$ cat src/rtl/uart_pkg.sv
package uart_pkg;
    localparam int DATA_BITS  = 8;
    localparam int FRAME_BITS = DATA_BITS + 2;

    // Frame as shifted onto the line, bit 0 first: start, data LSB first, stop.
    function automatic logic [FRAME_BITS-1:0] make_frame(input logic [DATA_BITS-1:0] b);
        return {1'b1, b, 1'b0};
    endfunction
endpackage

$ cat src/rtl/uart_sync.sv
module uart_sync #(
    parameter int STAGES = 2
) (
    input  logic clk,
    input  logic rst_n,
    input  logic din,
    output logic dout
);
    logic [STAGES-1:0] chain_d, chain_q;

    always_comb begin
        chain_d = {chain_q[STAGES-2:0], din};
    end

    always_ff @(posedge clk) begin
        if (!rst_n) chain_q <= '1;
        else        chain_q <= chain_d;
    end

    assign dout = chain_q[STAGES-1];
endmodule

$ cat src/rtl/uart_tx.sv
module uart_tx
    import uart_pkg::*;
#(
    parameter int CLKS_PER_BIT = 16
) (
    input  logic                 clk,
    input  logic                 rst_n,
    input  logic [DATA_BITS-1:0] data,
    input  logic                 valid,
    output logic                 ready,
    output logic                 line
);
    localparam int CW = (CLKS_PER_BIT > 1) ? $clog2(CLKS_PER_BIT) : 1;
    localparam logic [CW-1:0] TICK_LAST = CW'(CLKS_PER_BIT - 1);
    localparam logic [3:0]    BIT_LAST  = 4'(FRAME_BITS - 1);

    typedef struct packed {
        logic [FRAME_BITS-1:0] shreg;
        logic [CW-1:0]         tick;
        logic [3:0]            bitn;
        logic                  busy;
    } tx_state_t;

    tx_state_t st_d, st_q;

    always_comb begin
        st_d = st_q;
        if (!st_q.busy) begin
            if (valid) begin
                st_d.shreg = make_frame(data);
                st_d.busy  = 1'b1;
                st_d.tick  = '0;
                st_d.bitn  = '0;
            end
        end else if (st_q.tick == TICK_LAST) begin
            st_d.tick  = '0;
            st_d.shreg = {1'b1, st_q.shreg[FRAME_BITS-1:1]};
            if (st_q.bitn == BIT_LAST) st_d.busy = 1'b0;
            else                       st_d.bitn = st_q.bitn + 4'd1;
        end else begin
            st_d.tick = st_q.tick + CW'(1);
        end
    end

    always_ff @(posedge clk) begin
        if (!rst_n) begin
            st_q.shreg <= '1;
            st_q.tick  <= '0;
            st_q.bitn  <= '0;
            st_q.busy  <= 1'b0;
        end else begin
            st_q <= st_d;
        end
    end

    assign line  = st_q.shreg[0];
    assign ready = !st_q.busy;
endmodule

$ cat src/rtl/uart_rx.sv
module uart_rx
    import uart_pkg::*;
#(
    parameter int CLKS_PER_BIT = 16
) (
    input  logic                 clk,
    input  logic                 rst_n,
    input  logic                 line,
    output logic [DATA_BITS-1:0] data,
    output logic                 valid
);
    localparam int EW = $clog2(10 * CLKS_PER_BIT + 1);
    localparam logic [EW-1:0] FIRST_SAMPLE = EW'((3 * CLKS_PER_BIT) / 2);
    localparam logic [EW-1:0] STEP         = EW'(CLKS_PER_BIT);
    localparam logic [EW-1:0] REARM_AT     = EW'((19 * CLKS_PER_BIT) / 2 - 1);

    typedef struct packed {
        logic                 active;
        logic [EW-1:0]        elapsed;
        logic [EW-1:0]        next_at;
        logic [2:0]           nbits;
        logic [DATA_BITS-1:0] shreg;
        logic [DATA_BITS-1:0] data;
        logic                 valid;
    } rx_state_t;

    rx_state_t st_d, st_q;

    always_comb begin
        st_d       = st_q;
        st_d.valid = 1'b0;
        if (!st_q.active) begin
            if (!line) begin
                st_d.active  = 1'b1;
                st_d.elapsed = EW'(1);
                st_d.next_at = FIRST_SAMPLE;
                st_d.nbits   = '0;
            end
        end else begin
            st_d.elapsed = st_q.elapsed + EW'(1);
            if (st_q.elapsed == st_q.next_at) begin
                st_d.shreg   = {line, st_q.shreg[DATA_BITS-1:1]};
                st_d.next_at = st_q.next_at + STEP;
                st_d.nbits   = st_q.nbits + 3'd1;
                if (st_q.nbits == 3'd7) begin
                    st_d.data  = {line, st_q.shreg[DATA_BITS-1:1]};
                    st_d.valid = 1'b1;
                end
            end
            if (st_q.elapsed == REARM_AT) st_d.active = 1'b0;
        end
    end

    always_ff @(posedge clk) begin
        if (!rst_n) begin
            st_q.active  <= 1'b0;
            st_q.elapsed <= '0;
            st_q.next_at <= '0;
            st_q.nbits   <= '0;
            st_q.shreg   <= '0;
            st_q.data    <= '0;
            st_q.valid   <= 1'b0;
        end else begin
            st_q <= st_d;
        end
    end

    assign data  = st_q.data;
    assign valid = st_q.valid;
endmodule

$ cat src/rtl/uart_link.sv
module uart_link
    import uart_pkg::*;
#(
    parameter int CLKS_PER_BIT = 16
) (
    input  logic       clk,
    input  logic       rst_n,
    input  logic [7:0] tx_data,
    input  logic       tx_valid,
    output logic       tx_ready,
    output logic       txd,
    input  logic       rxd,
    output logic [7:0] rx_data,
    output logic       rx_valid
);
    logic rxd_s;

    uart_sync #(.STAGES(2)) u_sync (
        .clk  (clk),
        .rst_n(rst_n),
        .din  (rxd),
        .dout (rxd_s)
    );

    uart_tx #(.CLKS_PER_BIT(CLKS_PER_BIT)) u_tx (
        .clk  (clk),
        .rst_n(rst_n),
        .data (tx_data),
        .valid(tx_valid),
        .ready(tx_ready),
        .line (txd)
    );

    uart_rx #(.CLKS_PER_BIT(CLKS_PER_BIT)) u_rx (
        .clk  (clk),
        .rst_n(rst_n),
        .line (rxd_s),
        .data (rx_data),
        .valid(rx_valid)
    );
endmodule

$ cat config.mk
export PLATFORM = sky130hd
export DESIGN_NAME = uart_link
export DESIGN_NICKNAME = d
export VERILOG_FILES = /design/src/rtl/uart_pkg.sv /design/src/rtl/uart_sync.sv /design/src/rtl/uart_tx.sv /design/src/rtl/uart_rx.sv /design/src/rtl/uart_link.sv
export SDC_FILE = /design/constraint.sdc
export NUM_CORES = 1
export LEC_CHECK = 0
export CORE_MARGIN = 5
export CORE_UTILIZATION = 55
export CTS_CLUSTER_DIAMETER = 120
export CTS_CLUSTER_SIZE = 40
export DETAILED_ROUTE_END_ITERATION = 8
export PLACE_DENSITY = 0.78
export REMOVE_ABC_BUFFERS = 1
export SYNTH_ARGS = -nofsm -noshare
export SYNTH_HDL_FRONTEND = slang
export SYNTH_SLANG_ARGS = --single-unit
$ cat constraint.sdc
create_clock -name clk -period 1.9 [get_ports clk]
set_input_delay 0.19 -clock clk [delete_from_list [all_inputs] [get_ports clk]]
set_output_delay 0.19 -clock clk [all_outputs]
set_load 0.02 [all_outputs]
### Word level (Yosys, flattened, before mapping)

Index checks and enable logic that the tools add are counted.

| word-level totals | value |
|---|---|
| register bits after elaboration | 58 |
| latch bits | 0 |
| RAM bits | 0 |
| ROM bits | 0 |
| input bits | 12 |
| output and inout port bits | 11 |
| word-level logic and storage cells | 46 |
| memories kept | 0 |

| operators by class | value |
|---|---|
| $add $sub $neg | 5 |
| multipliers | 0 |
| div/mod/pow operators | 0 |
| order comparisons | 0 |
| equal/unequal tests | 9 |
| shift-type cells | 0 |
| muxes and demuxes | 12 |
| bitwise logic cells | 0 |
| reductions and logical operators | 8 |

Operators by type and width:

| cell | count |
|---|---|
| two-way mux 20 bit | 2 |
| two-way mux 19 bit | 2 |
| two-way mux 28 bit | 1 |
| two-way mux 10 bit | 1 |
| two-way mux 9 bit | 1 |
| AND reduction 3 bit | 3 |
| adder 4 x 1 -> 4 bit, second input constant | 2 |
| adder 8 x 1 -> 8 bit, second input constant | 1 |
| adder 8 x 5 -> 8 bit, second input constant | 1 |
| equality test 4 bit, second input constant | 2 |
| equality test 8 bit | 1 |
| equality test 8 bit, second input constant | 1 |
| two-way mux 4 bit | 2 |
| != test 2 bit, second input constant | 3 |
| AND reduction 2 bit | 3 |
| two-way mux 5 bit | 1 |
| adder 3 x 1 -> 3 bit, second input constant | 1 |
| equality test 3 bit, second input constant | 1 |
| two-way mux 1 bit | 2 |
| != test 2 x 1 -> 1 bit, second input constant | 1 |
| nonzero test 2 bit | 1 |
| zero test 1 bit | 1 |

### Longest topological paths before layout

| logic depth | value |
|---|---|
| word-level depth | 4 |
| mapped depth | 7 |
| mapped depth without buffers | 6 |

### Hierarchy

From an unflattened synthesis, not the netlist that was laid out.

| second synthesis, totals | value |
|---|---|
| cells, all modules | 281 |
| area, all modules | 2,538.7 um^2 |

By module, submodules not included:

| module | instances | cells an instance | area each (um^2) | seq. area each (um^2) |
|---|---|---|---|---|
| uart_rx | 1 | 166 | 1,546.5 | 660.6 |
| uart_tx | 1 | 111 | 939.7 | 380.4 |
| uart_sync | 1 | 4 | 52.6 | 40.0 |

### Least setup slack after synthesis

No wires, ideal clock.

| path | value |
|---|---|
| kind | register to register |
| from | register u_rx.st_q[31] (netlist name) |
| to | register u_rx.st_q[27] (netlist name) |
| library setup time | 0.116 ns |
| data arrival time | 1.355 ns |
| required time | 1.784 ns |
| slack | 0.429 ns |
| cell stages (with the launch flop) | 7 |
| buffers on the path | 2 |
| period minus slack after synthesis | 1.471 ns |
| path through | dfxtp_1 -> buf_6 -> xnor2_2 -> nand4_2 -> or2_1 -> buf_6 -> a41o_2 |

| on the way | value |
|---|---|
| word-level cells in the longest chain between the ends | 3 |

Ends and longest elaborated chain:

| what | line | source |
|---|---|---|
| from (decl) | uart_rx.sv:27 | `rx_state_t st_d, st_q;` |
| from (signal assigned) | uart_rx.sv:64 | `st_q <= st_d;` |
| equality test 8 bit | uart_rx.sv:41 | `if (st_q.elapsed == st_q.next_at) begin` |
| != test 2 bit (no line) | -- |  |
| AND reduction 2 bit (no line) | -- |  |

Every way passes these cells.
A chain may end at the register's enable or synchronous reset.

### Worst setup path in the final report

| path | value |
|---|---|
| from | register u_tx.st_q[0] (netlist name) |
| to | output port tx_ready |

| on the way | value |
|---|---|
| word-level cells in the longest chain between the ends | 1 |

Ends and longest elaborated chain:

| what | line | source |
|---|---|---|
| from (decl) | uart_tx.sv:24 | `tx_state_t st_d, st_q;` |
| from (signal assigned) | uart_tx.sv:52 | `st_q <= st_d;` |
| zero test 1 bit | uart_tx.sv:57 | `assign ready = !st_q.busy;` |
| to (decl) | uart_link.sv:10 | `output logic tx_ready,` |

Every way passes these cells.

==> metrics.yaml <==
timing:
  tns_ps: 0
  whs_ps: 430
  slew_viol_final: 0
  timing.fmax_mhz: 575
  final-setup-viol-count: 0
  period_minus_slack_ps: 1740
  grt_setup_unrepaired: "no"
  fin_crit_sh: 0.916
  hold_viol_final: 0
  worst_pin_slew_ps: 540
  final.setup_skew_ps: 4.15
  max_slew_margin: 0.639
placed_design:
  globalplace.congestion: 0.796
  io_buffers: 22
  placed_area_um2: 2650
  dp_hpwl_um: 3190
detailed_routing:
  drt_iter0_markers: 59
  vias: 1851
  routedWlPerCell_um: 13.4
  viasPerCell: 5.53
  routed_wl_um: 4490
  dr.pass1.iters: 4
  drcViolationCount: 0
  final_antenna_net_count: 0
pwr:
  ir_drop_uv: 599
  pwr-share-comb: 0.083
  p_int_mw: 1.63
  power.share.switching: 0.226
  clockPowerShare: 0.353
  power-per-cell-area_nw_per_um2: 764
  leakagePower_nw: 1.11
  switching_power_mw: 0.477
  pwr-share-seq: 0.564
clocking:
  cts_setup_buffers: 0
  htreeDepth: 2
  insertion_delay_ps: 300
  clock_path_buffers: 2
  clock_sinks: 54
  cts_resized: 0
  path_clk_slew_ps: 90
  cts_buffers: 5
  root_buffer: "clkbuf_8"
  holdBufCountCts: 0
  cts_tree: "done"
logic_synthesis:
  yosysWarnings: 0
  synth_top_area_share: 0.443
  synth_edf_count: 0
  netlist_area_um2: 2440
  syn_avg_cell_area_um2: 9.17
  yosysUniqueCellTypes: 47
  syn_inst: 266
  seq_area_frac_synth: 0.443
  yosysTopAreaCell: "dfxtp_1"
  synthArstFlopShare: 0
  dominantRegCellSynth: "dfxtp_1"
  ys_ff_latch: 54
  ys_top_cells_by_area: "dfxtp_1 44%, mux2i_1 8.2%, nand2_1 7.2%"
grt:
  antenna_found_initial: 0
  grt_first_pass_wirelength_um: 7900
  overflow: 0
  grt_pass1_vias: 1854
  grt_use_total: 0.158
  grt_max_degree: 25
worst_hold_path:
  hp-class: "register to register"
floorplan:
  fp-row-count: 24
  die_h_um: 76.6
  die-area_um2: 5870
  initial_core_util: 0.564
  ios: 23
  die_x_um: 76.6
  fp.coreArea_um2: 4320
setup_path:
  worstSetupStartpointType: "register"
  critPathMaxFanout: 12
  path_class: "register to output pin"
  critPathArrivalTime_ps: 1550
  cp-end-kind: "output pin"
  critPathRequiredTime_ps: 1710
cells_and_area:
  synthToLayoutAreaGrowth_pct: 13.2
  drive_gt1_frac: 0.0919
  layout.nets: 302
  fin_util: 0.639
  antenna-diode-count: 0
  design_area_um2: 2760
run:
  maxCapViolCount: 0
status:
  status: "completed"
## cells in the final DEF (no fill, tap or decap), types with 3 or more instances in the layout
cell / netlist / layout
nand2b_1: 5 / 5
a41oi_1: 3 / 3
nand3_1: 11 / 11
mux2i_1: 20 / 20
and3_1: 3 / 3
nor2_1: 10 / 10
a311oi_1: 4 / 4
clkbuf_8: 0 / 5
a21oi_1: 13 / 13
xor2_1: 3 / 3
ha_1: 8 / 8
dfxtp_1: 54 / 54
buf_4: 8 / 11
nand4_1: 5 / 5
inv_1: 8 / 8
a221oi_1: 7 / 7
clkdlybuf4s50_1: 0 / 22
o21ai_0: 6 / 6
nand2_1: 47 / 47
xnor2_1: 4 / 4
## final timing paths
path	slack, ps	from	end	cells after the start
setup / recovery	160	u_tx.st_q[0]	tx_ready	2
hold / removal	430	u_sync.chain_q[0]	u_sync.chain_q[1]	1
setup reg to reg	250	u_tx.st_q[5]	u_tx.st_q[11]	6
hold reg to reg	430	u_sync.chain_q[0]	u_sync.chain_q[1]	1
## layout make-up
cell class                      count  area, um2
Inverter                            9       33.8
Clock inverter                      3       40.0
Clock buffer                        5       68.8
Tap cell                           52       65.1
Multi-Input combinational cell    179       1170
Timing Repair Buffer               33        303
Fill cell                         383       1560
Sequential cell                    54       1080
## cell usage after synthesis (2+ instances only)
cell type,n
buf_2,2
inv_1,8
a311oi_1,4
xnor2_1,4
mux2i_1,20
or4_1,2
a41oi_1,3
nand2b_1,5
xor2_1,3
ha_1,8
nor2b_1,2
clkbuf_1,11
dfxtp_1,54
o21ai_0,6
a211oi_1,2
or3_1,2
nor2_1,10
nand3b_1,2
a31oi_1,2
and3_1,3
a21oi_1,13
nand3_1,11
a221oi_1,7
nand2_1,47
buf_6,2
nand4_1,5
buf_4,8
## logic make-up (layout without fill, tap and decap cells)
| kind of cell | count (synthesis) | after routing | share of synthesized area |
|---|---|---|---|
| simple gates | 100 | 100 | 0.202 |
| flops | 54 | 54 | 0.443 |
| compound gates | 42 | 42 | 0.119 |
| buf+inv | 33 | 50 | 0.0769 |
| mux | 21 | 21 | 0.0867 |
| fa+ha+maj | 8 | 8 | 0.0410 |
| xor+xnor | 8 | 8 | 0.0318 |
## sequential cells by signal, indices dropped and copies added, names as in the netlist
register        cells
u_rx.data           8
u_rx.st_q          24
u_sync.chain_q      2
u_tx.st_q          18
u_tx.line           1
u_rx.valid          1
## metal layers
layer,vias up,share of wire,track usage
met1,870,0.47,0.193
met2,18,0.49,0.273
met3,4,0.023,0.0307
met4,0,0.0087,0.0542
li1,959,-,-
met5,-,0,0
## worst max-delay path, stage by stage (launching register included)
cell,delay (ps)
dfxtp_1,540
inv_1,140
clkdlybuf4s50_1,560
## metrics by stage
stage | cells | worst slack (ps) | total power [mW]
CTS | 335 | 162 | 2.13
global placement | 327 | 153 | 1.39
finish | 335 | 160 | 2.11
global route | 335 | 83.3 | 2.21
floorplan | 242 | 226 | 1.31
detailed placement | 327 | 110 | 1.39
## power groups by stage
stage | registers [mW] | clock network [mW] | logic [mW]
after CTS | 1.19 | 0.761 | 0.177
after detailed placement | 1.22 | 0 | 0.176
final | 1.19 | 0.744 | 0.175
after global placement | 1.22 | 0 | 0.171
after global routing | 1.20 | 0.812 | 0.196
after floorplan | 1.21 | 0 | 0.0954
Note: power is estimated with default switching activity, not from simulation.
